$ cat config.mk
export PLATFORM = sky130hd
export DESIGN_NAME = gpio3_port
export DESIGN_NICKNAME = d
export VERILOG_FILES = /design/src/rtl/gpio3_port.sv
export SDC_FILE = /design/constraint.sdc
export NUM_CORES = 1
export LEC_CHECK = 0
export ABC_AREA = 1
export ABC_CLOCK_PERIOD_IN_PS = 800
export BUFFER_PORTS_ARGS = -buffer_cell sky130_fd_sc_hd__buf_2
export CORE_MARGIN = 2
export CORE_UTILIZATION = 45
export CTS_CLUSTER_DIAMETER = 150
export DETAILED_ROUTE_END_ITERATION = 8
export GPL_TIMING_DRIVEN = 0
export PLACE_DENSITY = 0.86
export SYNTH_ARGS = -nofsm -noshare
export SYNTH_HDL_FRONTEND = slang
export SYNTH_SLANG_ARGS = --single-unit
$ cat constraint.sdc
create_clock -name clk -period 0.8 [get_ports clk]
set_input_delay 0.08 -clock clk [delete_from_list [all_inputs] [get_ports clk]]
set_output_delay 0.08 -clock clk [all_outputs]
set_load 0.005 [all_outputs]
$ cat src/rtl/gpio3_port.sv
module gpio3_port #(
  parameter int          SYNC_STAGES = 2,
  parameter logic [7:0]  DIR_MASK    = 8'h67,
  parameter logic [7:0]  DIR_RESET   = 8'h07
) (
  input  logic       clk,
  input  logic       rst_n,
  input  logic [1:0] addr,
  input  logic       wr_en,
  input  logic [7:0] wdata,
  output logic [7:0] rdata,
  input  logic [2:0] pin_in,
  output logic [2:0] pin_out,
  output logic [2:0] pin_oe
);
  localparam logic [1:0] A_DIR = 2'd0;
  localparam logic [1:0] A_IN  = 2'd1;
  localparam logic [1:0] A_OUT = 2'd2;

  logic [7:0] dir_q;
  logic [2:0] out_q;
  logic [2:0] in_q;
  logic [2:0] sync_q [SYNC_STAGES];

  always_ff @(posedge clk) begin
    if (!rst_n) begin
      dir_q <= DIR_RESET;
      out_q <= 3'b000;
    end else if (wr_en) begin
      if (addr == A_DIR) dir_q <= wdata & DIR_MASK;
      if (addr == A_OUT) out_q <= wdata[2:0];
    end
  end

  always_ff @(posedge clk) begin
    if (!rst_n) begin
      for (int i = 0; i < SYNC_STAGES; i++) sync_q[i] <= 3'b000;
      in_q <= 3'b000;
    end else begin
      sync_q[0] <= pin_in;
      for (int i = 1; i < SYNC_STAGES; i++) sync_q[i] <= sync_q[i-1];
      in_q <= sync_q[SYNC_STAGES-1];
    end
  end

  assign pin_oe  = ~dir_q[2:0];
  assign pin_out = out_q;

  always_comb begin
    case (addr)
      A_DIR:   rdata = dir_q;
      A_IN:    rdata = {5'b0, in_q | (~dir_q[2:0] & out_q)};
      A_OUT:   rdata = {5'b0, out_q};
      default: rdata = 8'h00;
    endcase
  end

  a_r2_dir_store: assert property (@(posedge clk) disable iff (!rst_n)
    (wr_en && addr == A_DIR) |=> (dir_q == ($past(wdata) & DIR_MASK)));

  a_r3_out_store: assert property (@(posedge clk) disable iff (!rst_n)
    (wr_en && addr == A_OUT) |=> (pin_out == $past(wdata[2:0])));

  a_r7_ignored_write: assert property (@(posedge clk) disable iff (!rst_n)
    (wr_en && (addr == A_IN || addr == 2'd3)) |=> ($stable(pin_oe) && $stable(pin_out)));

  a_r5_upper_zero: assert property (@(posedge clk) disable iff (!rst_n)
    (addr == A_IN || addr == A_OUT) |-> (rdata[7:3] == 5'b0));

  a_r4_oe_tracks_dir: assert property (@(posedge clk) disable iff (!rst_n)
    !(wr_en && addr == A_DIR) |=> $stable(pin_oe));
endmodule

### Yosys cells after proc, flatten, opt, wreduce, memory -nomap -nowiden

Memories as Yosys holds them, arrays and structs flattened. A register that Yosys moved wholly into a read port is not among the register bits.
Cells that the tools add are included.

| operators by class | value |
|---|---|
| bitwise operators | 5 |
| mux-type cells | 5 |
| eq/ne operators | 2 |
| reductions and logical operators | 4 |

Operator list:

| operator | count |
|---|---|
| $pmux W7 S3 | 1 |
| $mux W3 | 2 |
| $reduce_and A2 Y1 | 2 |
| $and A3 B3 Y3 | 1 |
| $not A3 Y3 | 1 |
| $or A3 B3 Y3 | 1 |
| $eq A2 B1 Y1 const B | 1 |
| $eq A2 B2 Y1 const B | 1 |
| $logic_not A2 Y1 | 1 |
| $mux W1 | 2 |
| $or A1 B1 Y1 | 2 |
| $logic_not A1 Y1 | 1 |

| word-level totals | value |
|---|---|
| output and inout bits | 14 |
| RAM bits | 6 |
| memories kept | 1 |
| flip-flop bits (word level) | 8 |

Memories:

| memory | depth | width | read ports | clocked after memory_dff | wr ports | RTL line | text |
|---|---|---|---|---|---|---|---|
| sync_q | 2 | 3 | 2 | 1 | 2 | 23 | `logic [2:0] sync_q [SYNC_STAGES];` |

### Logic depth before layout (Yosys ltp)

| depth | value |
|---|---|
| depth in word-level cells | 4 |
| gate-level depth with buffers | 5 |

### Worst setup path before layout

No wires, ideal clock.

| path | value |
|---|---|
| path kind | register -> output |
| from | register dir_q[0] |
| to | output port rdata[0] |
| data required time | 720 ps |
| stages on the path, launching flop included | 6 |
| arrival | 583 ps |
| path slack | 137 ps |
| cell sequence | dfxtp_1 > inv_1 > nand2_1 > nand2_1 > nand2_1 > nand3_1 |

| between the ends | value |
|---|---|
| word-level cells in the longest chain between the ends | 4 |

Ends and longest elaborated chain:

| element | RTL line | text |
|---|---|---|
| start: declaration | 20 | `logic [7:0] dir_q;` |
| start signal: assignment | 30 | `if (addr == A_DIR) dir_q <= wdata & DIR_MASK;` |
| $not A3 Y3 | -- |  |
| via pin_oe[0] | 14 | `output logic [2:0] pin_oe` |
| $and A3 B3 Y3 | 52 | `A_IN: rdata = {5'b0, in_q \| (~dir_q[2:0] & out_q)};` |
| $or A3 B3 Y3 | 52 |  |
| $pmux W7 S3 | 50 | `case (addr)` |
| end: declaration | 11 | `output logic [7:0] rdata,` |

The timed path passes the listed nets, and every way through them passes these cells.

### Worst setup path after layout

| path | value |
|---|---|
| from | register dir_q[0] |
| to | output port rdata[0] |

| between the ends | value |
|---|---|
| word-level cells in the longest chain between the ends | 4 |

Ends and longest elaborated chain:

| element | RTL line |
|---|---|
| $not A3 Y3 | 52 |
| $and A3 B3 Y3 | 52 |
| $or A3 B3 Y3 | 52 |
| $pmux W7 S3 * | 50 |

Every way passes the cells marked *; elsewhere a longest branch is shown, timed or not.

==> qor.yml <==
run_status:
  outcome: "complete, but fails checks"
  failed_checks: "negative setup slack"
clock_tree:
  clkTransAtPathRegs_ns: 0.09
  cts_root_buf: "clkbuf_4"
  clock-sinks: 17
  clk_latency_ns: 0.28
  tritoncts: "done"
  cts_buffers: 3
  clockBufferDepth: 2
  htreeDepth: 1
floorplan:
  die_w_um: 44.7
  core_area_sq_um: 1520
  initial_utilization_pct: 48.9
  die_y_um: 44.7
  die_area_sq_um: 2000
  rows: 14
  io_pins: 30
sta:
  fin_skew_ns: 0.000477
  post-route-period-util_pct: 136
  period_minus_slack_ns: 1.09
  drv_slew: 0
  setup_violations: 11
  final_hold_viol_count: 0
  fmax_mhz: 917
  rsz0062_at_grt: "yes"
  setup_slack_ns: -0.290
grt:
  grt_pass1_vias: 615
  antenna_found_initial: 0
  grt_pass1_wl_um: 2440
  grt_start_max_net_pins: 11
  grt-ovfl-total: 0
  grt_usage_pct: 16.8
setup_path:
  crit_top_cell: "nand2_1"
  path_cells: "inv_2 > nand2_1 > nand2_1 > nand2_1 > nand3_1 > buf_2"
  path_max_fanout: 3
  cp-start-kind: "flip-flop"
  endpoint_kind: "output port"
  cp.arrival_ns: 1.01
  worstSetupPathType: "reg2out"
  cp.required_ns: 0.72
  cpPeakStageDelay_ns: 0.36
  critPathTopFamily: "flip-flops"
  path_buf_inv: 2
  cp_slowest_cell: "dfxtp_2"
cells_and_area:
  fillerInstances: 147
  multiInputGateArea_sq_um: 273
  drive_gt1_share_pct: 35.7
  nNetsFinal: 160
  insertedDiodeCount: 0
  register_area_sq_um: 353
  syn2layout_area_growth_pct: 32.9
  post-route-util_pct: 64.9
power:
  switching_share_pct: 25.3
  ir_drop_mv: 1.07
  p_comb_share_pct: 15.2
  pwr-share-clk_pct: 27.8
  p_sw_mw: 0.406
  power_leakage_nw: 0.600
  pwr-share-seq_pct: 56.9
  p_total_mw: 1.60
  p_int_mw: 1.20
  p_per_area_nw_per_um2: 1620
worst_hold_path:
  worst_hold_path_type: "in2reg"
drt:
  via_count: 715
  detail_route.iter0.violations: 11
  drc_errors: 0
  wl_um: 1460
  wire_per_inst_um: 9.19
  firstDrtPassIters: 4
  drtAntennaViolNets: 0
  vias_per_cell: 4.50
synthesis:
  synth_area_sq_um: 744
  ys_types: 11
  syn_inst: 111
  synth.avg_cell_area_sq_um: 6.71
  ys_ff_latch: 17
  synth-seq-area-share_pct: 45.7
  synth-warning-count: 0
flow_run:
  drv_cap: 0
placed_design:
  numPortBuffers: 21
  routabilityCongestion: 0.805
  dp_slack_ns: -0.0426
  dpl.hpwl_um: 1070
==> placed cells by master, fill, tap and decap left out, types with 3 or more instances in the layout <==
master and n:
buf_2 19, buf_6 5, nand2_1 32, inv_2 6
dfxtp_2 7, nor2_1 10, clkbuf_4 3, dlygate4sd3_1 3
dfxtp_1 9, nand3_1 15, conb_1 3, buf_4 6
inv_1 18
==> synth_stat cells, drive strengths merged <==
master	n	share of area, %
nor2	12	6.4
dfxtp	17	46
nand3	15	10
buf	7	7.2
a21oi	2	1.3
inv	24	12
nand2	33	17
conb	1	0.50
==> registers in the layout (all words and copies together), names as in the netlist <==
register and flops:
dir_q 5, in_q 3, pin_out 3, sync_q 6
==> worst reg2reg max path, stage by stage (launching register included) <==
cell	delay [ns]
dfxtp_2	0.35
buf_6	0.12
inv_2	0.04
nand2_2	0.04
nand2_1	0.06
nor2_1	0.03
==> routing by layer <==
layer	global-route usage (%)	wire (um)
met5	0	0
met4	7.27	5
met3	3.67	95
met2	27.0	756
met1	21.4	604
==> power by group through the flow <==
| stage | combinational (mW) | sequential [mW] | clock (mW) |
|---|---|---|---|
| after detailed placement | 0.209 | 0.926 | 0 |
| after global routing | 0.277 | 0.917 | 0.496 |
| after floorplan | 0.130 | 0.921 | 0 |
| after global placement | 0.200 | 0.925 | 0 |
| final | 0.244 | 0.913 | 0.447 |
| after CTS | 0.228 | 0.911 | 0.455 |
==> kinds of logic (layout without fill, tap and decap cells) <==
group	after synthesis	after routing	share of synthesized area, %
simple gates	60	60	33.1
flops	17	17	45.7
other cells	1	3	0.504
buf+inv	31	61	19.3
compound gates	2	2	1.34
==> per-stage QoR <==
step                      area [sq um]  std cells  hold slack (ns)  setup TNS (ns)
after floorplan                    752        113            0.178               0
after global placement             877        150            0.260         -0.0614
after detailed placement           877        150            0.269          -0.259
after CTS                          958        158           0.0311           -1.60
after global routing               990        159           0.0471           -2.24
final                              990        159           0.0359           -1.67
==> repair_timing <==
| action | 4_1_cts | 5_1_grt |
|---|---|---|
| buffers inserted | 1 | 1 |
| resized for setup | 12 | 9 |
| setup endpoints to repair | 11 | 12 |
| hold buffers | 3 | 0 |
| pin swaps | 2 | 1 |
| hold endpoints to repair | 3 | 0 |
==> final timing paths <==
kind	from	endpoint	slack, ns	cells past startpoint
max	dir_q[0]	rdata[0]	-0.29	6
min	rst_n	sync_q[1][2]	0.04	3
max reg2reg	pin_out[0]	pin_out[0]	0.05	5
min reg2reg	sync_q[1][2]	in_q[2]	0.42	2
==> area by class of cell <==
type / count / share of cell area [%]
flip-flops and latches: 17 / 35.7
multi-input cells: 65 / 27.6
repair buffers: 26 / 17.4
inverters: 24 / 9.10
plain buffers: 7 / 5.44
clock buffers: 3 / 2.28
well taps: 16 / 2.02
clock inverters: 1 / 0.506
No activity file was read; power rests on OpenSTA's default activity.
